`src/rtl/ris_pkg.sv`:
```
package ris_pkg;

   // Operating state of the idle detector
   typedef enum logic [1:0] {
      ST_OFF   = 2'd0,   // deselected, standby
      ST_WATCH = 2'd1,   // selected, counting idle cycles
      ST_SAVE  = 2'd2    // selected, array resting, output held
   } ris_state_t;

   // Width of a counter able to hold the value lim
   function automatic int ris_cnt_width(input int lim);
      return (lim < 2) ? 1 : $clog2(lim + 1);
   endfunction

endpackage

```
`src/rtl/ris_chg_det.sv`:
```
module ris_chg_det #(
   parameter int ADDR_W        = 20,
   parameter bit EN_ACTIVE_LOW = 1'b0
) (
   input  logic              clk,
   input  logic              rst,
   input  logic [ADDR_W-1:0] addr_i,
   input  logic              sel_i,
   output logic              en_o,
   output logic              chg_o
);

   logic              en_w;
   logic [ADDR_W-1:0] addr_q;
   logic              en_q;

   generate
      if (ADDR_W < 1) begin : g_bad_width
         $error("ris_chg_det: ADDR_W must be at least 1");
      end
      if (EN_ACTIVE_LOW) begin : g_en_low
         assign en_w = ~sel_i;
      end else begin : g_en_high
         assign en_w = sel_i;
      end
   endgenerate

   always_ff @(posedge clk) begin
      if (rst) begin
         addr_q <= '0;
         en_q   <= 1'b0;
      end else begin
         addr_q <= addr_i;
         en_q   <= en_w;
      end
   end

   assign en_o  = en_w;
   assign chg_o = (addr_i != addr_q) || (en_w != en_q);

   // a stable address seen one edge earlier may not report a change
   AST_STABLE_NO_CHG: assert property (@(posedge clk) disable iff (rst)
      (!rst && $stable(addr_i) && $stable(en_w) && !$past(rst)) |-> !chg_o);

endmodule

```
`src/rtl/ris_idle_tmr.sv`:
```
module ris_idle_tmr
   import ris_pkg::*;
#(
   parameter int LIMIT = 20,
   localparam int CNT_W = ris_cnt_width(LIMIT)
) (
   input  logic             clk,
   input  logic             rst,
   input  logic             clr_i,
   output logic             expire_o,
   output logic [CNT_W-1:0] cnt_o
);

   localparam logic [CNT_W-1:0] LIM_V = CNT_W'(LIMIT);

   logic [CNT_W-1:0] cnt_q;
   logic [CNT_W-1:0] cnt_d;

   generate
      if (LIMIT < 2) begin : g_bad_limit
         $error("ris_idle_tmr: LIMIT must be at least 2");
      end
   endgenerate

   always_comb begin
      if (clr_i) begin
         cnt_d = '0;
      end else if (cnt_q == LIM_V) begin
         cnt_d = cnt_q;
      end else begin
         cnt_d = cnt_q + 1'b1;
      end
   end

   always_ff @(posedge clk) begin
      if (rst) begin
         cnt_q <= '0;
      end else begin
         cnt_q <= cnt_d;
      end
   end

   assign expire_o = (cnt_d == LIM_V);
   assign cnt_o    = cnt_q;

   AST_CNT_BOUND: assert property (@(posedge clk) disable iff (rst)
      cnt_q <= LIM_V);

   AST_CLR_ZEROES: assert property (@(posedge clk) disable iff (rst)
      clr_i |=> (cnt_q == '0));

endmodule

```
`src/rtl/ris_word_hold.sv`:
```
module ris_word_hold #(
   parameter int DATA_W = 16
) (
   input  logic              clk,
   input  logic              rst,
   input  logic              cap_i,
   input  logic              use_hold_i,
   input  logic              en_i,
   input  logic [DATA_W-1:0] arr_i,
   output logic [DATA_W-1:0] word_o
);

   logic [DATA_W-1:0] hold_q;

   generate
      if (DATA_W < 1) begin : g_bad_width
         $error("ris_word_hold: DATA_W must be at least 1");
      end
   endgenerate

   always_ff @(posedge clk) begin
      if (rst) begin
         hold_q <= '0;
      end else if (cap_i) begin
         hold_q <= arr_i;
      end
   end

   always_comb begin
      if (!en_i) begin
         word_o = '0;
      end else if (use_hold_i) begin
         word_o = hold_q;
      end else begin
         word_o = arr_i;
      end
   end

   AST_HOLD_STABLE: assert property (@(posedge clk) disable iff (rst)
      (use_hold_i && !cap_i) |=> (hold_q == $past(hold_q)));

endmodule

```
`src/rtl/rd_idle_saver.sv`:
```
module rd_idle_saver
   import ris_pkg::*;
#(
   parameter int ADDR_W        = 20,
   parameter int DATA_W        = 16,
   parameter int IDLE_CYCLES   = 20,
   parameter bit EN_ACTIVE_LOW = 1'b0,
   localparam int CNT_W        = ris_cnt_width(IDLE_CYCLES)
) (
   input  logic              clk,
   input  logic              rst,
   input  logic [ADDR_W-1:0] rd_addr,
   input  logic              chip_sel,
   input  logic [DATA_W-1:0] arr_word,
   output logic              pwr_save,
   output logic [DATA_W-1:0] out_word
);

   ris_state_t       st_q;
   ris_state_t       st_d;
   logic             en_w;
   logic             chg_w;
   logic             clr_w;
   logic             expire_w;
   logic [CNT_W-1:0] cnt_w;
   logic             cap_w;
   logic             use_hold_w;

   generate
      if (IDLE_CYCLES < 2) begin : g_bad_idle
         $error("rd_idle_saver: IDLE_CYCLES must be at least 2");
      end
   endgenerate

   ris_chg_det #(
      .ADDR_W       (ADDR_W),
      .EN_ACTIVE_LOW(EN_ACTIVE_LOW)
   ) u_chg (
      .clk   (clk),
      .rst   (rst),
      .addr_i(rd_addr),
      .sel_i (chip_sel),
      .en_o  (en_w),
      .chg_o (chg_w)
   );

   assign clr_w = !en_w || chg_w;

   ris_idle_tmr #(
      .LIMIT(IDLE_CYCLES)
   ) u_tmr (
      .clk     (clk),
      .rst     (rst),
      .clr_i   (clr_w),
      .expire_o(expire_w),
      .cnt_o   (cnt_w)
   );

   always_comb begin
      st_d = st_q;
      if (!en_w) begin
         st_d = ST_OFF;
      end else if (chg_w) begin
         st_d = ST_WATCH;
      end else if (st_q == ST_WATCH && expire_w) begin
         st_d = ST_SAVE;
      end
   end

   always_ff @(posedge clk) begin
      if (rst) begin
         st_q <= ST_OFF;
      end else begin
         st_q <= st_d;
      end
   end

   assign cap_w      = (st_q == ST_WATCH) && (st_d == ST_SAVE);
   assign use_hold_w = (st_q == ST_SAVE) && !chg_w;

   ris_word_hold #(
      .DATA_W(DATA_W)
   ) u_hold (
      .clk       (clk),
      .rst       (rst),
      .cap_i     (cap_w),
      .use_hold_i(use_hold_w),
      .en_i      (en_w),
      .arr_i     (arr_word),
      .word_o    (out_word)
   );

   assign pwr_save = (st_q == ST_SAVE);

   AST_RISE_AT_LIMIT: assert property (@(posedge clk) disable iff (rst)
      $rose(pwr_save) |-> ($past(cnt_w) == CNT_W'(IDLE_CYCLES - 1)));

   AST_DESEL_CLEARS: assert property (@(posedge clk) disable iff (rst)
      !en_w |=> !pwr_save);

   AST_CHG_EXITS: assert property (@(posedge clk) disable iff (rst)
      chg_w |=> !pwr_save);

   AST_LIVE_ON_CHG: assert property (@(posedge clk) disable iff (rst)
      (en_w && chg_w) |-> (out_word == arr_word));

endmodule

```
`config.mk`:
```
export PLATFORM = sky130hd
export DESIGN_NAME = rd_idle_saver
export DESIGN_NICKNAME = d
export VERILOG_FILES = /design/src/rtl/ris_pkg.sv /design/src/rtl/ris_chg_det.sv /design/src/rtl/ris_idle_tmr.sv /design/src/rtl/ris_word_hold.sv /design/src/rtl/rd_idle_saver.sv
export SDC_FILE = /design/constraint.sdc
export NUM_CORES = 1
export LEC_CHECK = 0
export ABC_AREA = 1
export ABC_CLOCK_PERIOD_IN_PS = 3090
export BUFFER_PORTS_ARGS = -buffer_cell sky130_fd_sc_hd__buf_2
export CAP_MARGIN = 20
export CELL_PAD_IN_SITES_DETAIL_PLACEMENT = 1
export CELL_PAD_IN_SITES_GLOBAL_PLACEMENT = 1
export CORE_MARGIN = 10
export CORE_UTILIZATION = 32
export CTS_CLUSTER_DIAMETER = 60
export DETAILED_ROUTE_END_ITERATION = 16
export MAX_ROUTING_LAYER = met4
export PLACE_DENSITY = 0.8
export SYNTH_ARGS = -nofsm -noshare
export SYNTH_HDL_FRONTEND = slang
export SYNTH_HIERARCHICAL = 1
export SYNTH_SLANG_ARGS = --single-unit
```
`constraint.sdc`:
```
create_clock -name clk -period 3.09 [get_ports clk]
set_input_delay 0.927 -clock clk [delete_from_list [all_inputs] [get_ports clk]]
set_output_delay 0.927 -clock clk [all_outputs]
set_load 0.03 [all_outputs]
```
Word-level counts from Yosys, hierarchy flattened --
Cells that the tools add are included.
Word-level totals: bits in registers 44, word-level logic and storage cells 27
Cells by class: add/sub/neg operators 1, equality and inequality tests 7, muxes and demuxes 7, reductions and logical operators 7
Operator list (count):
- $mux 16 | 2
- $ne 20x20->1 | 1
- $eq 5x5->1 const B | 2
- $mux 5 | 2
- $mux 2 | 3
- $add 5x1->5 const B | 1
- $eq 2x2->1 const B | 2
- $logic_and 1x1->1 | 3
- $eq 2x1->1 const B | 1
- $logic_not 1->1 | 2
- $logic_or 1x1->1 | 2
- $ne 1x1->1 | 1

Logic depth before layout (Yosys ltp) --
depth after elaboration 11, gate-level depth with buffers 20

Modules after synthesis --
The synthesis kept the hierarchy.
Modules (own cells, without submodules):
- ris_word_hold | instances 1, cells each 186, area an instance 1024.7 µm², sequential area each 320.3 µm²
- ris_chg_det | instances 1, cells each 160, area an instance 967.2 µm², sequential area each 420.4 µm²
- ris_idle_tmr | instances 1, cells each 47, area an instance 301.5 µm², sequential area each 100.1 µm²
- rd_idle_saver | instances 1, cells each 16, area an instance 108.9 µm², sequential area each 40.0 µm²

Worst setup path before layout --
OpenSTA, ideal clock, no wires.
kind in2out, from in rd_addr[9], to out out_word[11], arrival 2.508 ns, path slack -0.345 ns, stages on the path 11, cells stage by stage inv_1 > nand2_1 > nand2_1 > nor2_1 > nand2_1 > nor2_2 > nand3_1 > nor3_1 > buf_6 > nor2_1 > nor2_1
Between the ends: word-level cells in the longest chain between the ends 6
Ends and longest elaborated chain:
- start: declaration | line rd_idle_saver.sv:12 | input logic [ADDR_W-1:0] rd_addr,
- $ne 20x20->1 | line ris_chg_det.sv:39 | assign chg_o = (addr_i != addr_q) || (en_w != en_q);
- $logic_or 1x1->1 | line ris_chg_det.sv:39
- net chg_w | line rd_idle_saver.sv:22 | logic chg_w;
- $logic_not 1->1 | line rd_idle_saver.sv:79 | assign use_hold_w = (st_q == ST_SAVE) && !chg_w;
- $logic_and 1x1->1 | line rd_idle_saver.sv:79
- net use_hold_w | line rd_idle_saver.sv:27 | logic use_hold_w;
- $mux 16 | line ris_word_hold.sv:32 | end else if (use_hold_i) begin
- $mux 16 | line ris_word_hold.sv:30 | if (!en_i) begin
- end: declaration | line rd_idle_saver.sv:16 | output logic [DATA_W-1:0] out_word
The timed path passes the listed nets, and every way through them passes these cells.

Final worst setup path --
from in rd_addr[17], to out out_word[5]
Same word-level chain as after synthesis.

==> run summary <==
The run finished, with violations left. The final reports fail on setup timing. At the end of routability-driven placement, the weighted congestion stood at 0.7468. The run gives 2628 as the via count of the first global-routing pass. The top cell type by area accounts for 36.67% of the synthesized area. By count the netlist is led by 138 x nand2_1, 97 x nor2_1, 84 x inv_1. Setup repair after global routing could not meet its margin everywhere. Synthesis produced a netlist whose cell count is 409. The synthesized netlist contains 23 unique library cells. Summing all multi-input logic gate instances after layout gives 1296 sq um. Summed over all layers, the global routing overflow is 0. The routed via count divided by cell count came out at 4.312. The core region is 7292 sq um. The final period utilization came out at 107.9%. After legalization and detailed placement, the total HPWL measured 4960 microns. The maximum fanout count along the critical path is 8.

After global routing, the most crowded layer is met2. The met1 routing resource usage after global routing is 13.18%. Clock-pin slew was measured on the worst setup and hold paths at 0.07 ns. The final critical-path required period is 3.335 ns, and the met3 track utilization from global routing is 2.455%.

Sum of routed wire length over all layers: 6820 microns. The worst-case IR drop observed on VDD is 0.1935 mV. A synthesized cell averages 5.874 sq um. Cell type contributing the most total cell area after synthesis: dfxtp_1.

The final number of max-transition violations was 0; the actual slew at the worst max-slew pin was 0.4900 ns. The initial antenna violation count is 0. Post-synthesis instance area: 2402 sq um.

The tree is rooted in a clkbuf_8. Required time of the critical path: 2.16 ns. Counting every sink on the clock net gives 44. The count of endpoints failing setup in the final report is 16, and the arrival time of data at the critical path endpoint is 2.41 ns. The tool flagged a number of max-cap violations equal to 0. Before CTS, the worst setup slack after placement is -0.2860 ns. The H-tree was split into 2 levels. Of the synthesized area, sequential elements account for 36.67%. The die covers 11370 sq um. 0 antenna diodes ended up in the layout. When the netlist entered floorplanning its net count stood at 450.

Among all cell types in the netlist, the one instantiated most often is nand2_1. The worst setup path is of the in2out kind. The global routing met2 resource utilization was 23.40%; the horizontal die dimension was 106.6 microns. Measured against its own limit, the worst slew margin works out to 67.30%.

The area growth from synthesis to layout is 40.10%. The ratio of total power to cell area was 341.8 nW/um^2; the clock insertion delay at the later pin of the skew report was 0.29 ns. The min-delay analysis places its worst path in the category reg2reg. After layout, the design draws a total of 1150 uW. The net count of the finished layout is 526.

In this run the count of I/O pins placed on the die edge is 56. The critical path capture point type was a primary output. The count of buffers inserted at the top-level ports was 55.

For the upper clock frequency limit, the log shows 299.9 MHz. The maximum number of pins on one net before global-route repair is 33. The setup check on the worst reg-to-reg path leaves a slack of 0.62 ns. The tools report the number of buffers on the longest clock path as 2. The per-cell routed wire length is 11.68 microns. The number of nets still failing antenna checks after routing was 0. Clock tree skew after final layout: 0.007109 ns.

Leading register cell type out of synthesis: dfxtp_1. The static power due to leakage is 0.001652 uW. The routed layout has 2518 vias. Yosys mapped a number of flops with a built-in enable equal to 0.

The proportion of synthesized flip-flops having asynchronous set or reset was 0%; the post-layout worst setup margin was -0.2449 ns. The share of post-route cells with drive strength above 1 came out at 31.96%. For the final hold violation count, the log shows 0. The logs give 79 for the DRC marker count from the first detailed-route iteration and 0 for the remaining routing DRC violations. The tools report the number of synthesis warnings as 6. For this run, the total global-route usage over all layers was measured as 12.58%. The die is 106.6 microns tall. After synthesis, the cell types taking the most area are dfxtp_1 37%, nand2_1 22%, nor2_1 15%.

TritonCTS built the clock tree. The first global-routing pass estimated 11780 microns of wire. The sequential cells in the finished layout cover a total of 880.8 sq um. The filler cells instantiated in the layout total 1010. The number of detailed-route iterations in the first pass was 4; the starting density of the core was 32.94%.

The tools report the standard-cell row count as 31. The total clock buffers created by CTS is 5. The critical path startpoint category is an input pin. In this run, synthesis produced a sequential element count of 44.
report_power, final:
group | internal, uW | switching (uW)
Clock | 154 | 187
Sequential | 582 | 8.56
Combinational | 99.2 | 120
cell usage in the layout, fill, tap and decap left out, types with 5 or more instances in the layout:
cell / count
inv_1: 70
nor2_4: 18
buf_6: 22
nand3_1: 7
nand2_2: 23
dfxtp_1: 44
nor2_1: 80
inv_2: 15
buf_2: 32
buf_4: 24
nor2_2: 6
clkbuf_8: 5
nand2_1: 116
metal layers:
| metal | up-vias | share of wire (%) |
|---|---|---|
| li1 | 1313 | - |
| met1 | 1163 | 42 |
| met2 | 36 | 54 |
| met3 | 6 | 3.4 |
| met4 | 0 | 1.1 |
| met5 | - | 0 |
flip-flops by register name, indices dropped and copies added, names as in the netlist:
signal,cells
u_tmr/cnt_o,5
u_chg/en_q,1
u_chg/addr_q,20
st_q,2
u_hold/hold_q,16
worst max-delay path, stage by stage:
cell and delay, ns:
buf_2 0.10, inv_2 0.04, nand2_2 0.05, nand2_2 0.05, nor2_2 0.12, nand2_1 0.07
nor2_2 0.11, nand3_2 0.10, nor3_4 0.21, buf_6 0.17, buf_16 0.13, nand2_2 0.07
nand2_2 0.08, nor2_4 0.03, buf_6 0.13
cells by family after synthesis:
family          after synthesis  synth area share (%)
simple gates                257                 42.03
buf+inv                      98                 17.86
fa+ha+maj                     2                 1.042
xor+xnor                      2                0.7293
compound gates                6                 1.667
flops                        44                 36.67
repair_timing:
action	CTS	global route
setup endpoints to repair	16	16
hold buffers	0	0
gates cloned	2	0
resized for setup	32	54
buffers inserted	3	1
pin swaps	4	23
metrics by stage:
| stage | hold WS, ns | instances | TNS, ns | utilization, % | cell area [sq um] |
|---|---|---|---|---|---|
| 2_1_floorplan | 0.4490 | 409 | -0.004203 | - | 2516 |
| 3_3_place_gp | 0.4588 | 572 | -3.593 | 41.08 | 2995 |
| 3_5_place_dp | 0.4638 | 572 | -4.439 | 41.08 | 2995 |
| 4_1_cts | 0.4756 | 584 | -3.421 | 44.37 | 3236 |
| 5_1_grt | 0.4964 | 584 | -5.340 | 46.16 | 3366 |
| 6_report | 0.4712 | 584 | -3.319 | 46.16 | 3366 |
final timing paths:
kind                          start           endpoint  cells past startpoint
setup reg to reg    u_chg/addr_q[8]  u_hold/hold_q[10]                     21
hold / removal    u_hold/hold_q[15]  u_hold/hold_q[15]                      2
setup / recovery        rd_addr[17]        out_word[5]                     15
hold reg to reg   u_hold/hold_q[15]  u_hold/hold_q[15]                      2
final cells by class:
type / instances / area share [%]
Tap cell: 99 / 3.680
Multi-Input combinational cell: 267 / 38.51
Inverter: 86 / 9.628
Clock buffer: 6 / 2.156
Clock inverter: 1 / 0.1487
Sequential cell: 44 / 26.17
Timing Repair Buffer: 81 / 19.70
Note: power is estimated with default switching activity, not from simulation.
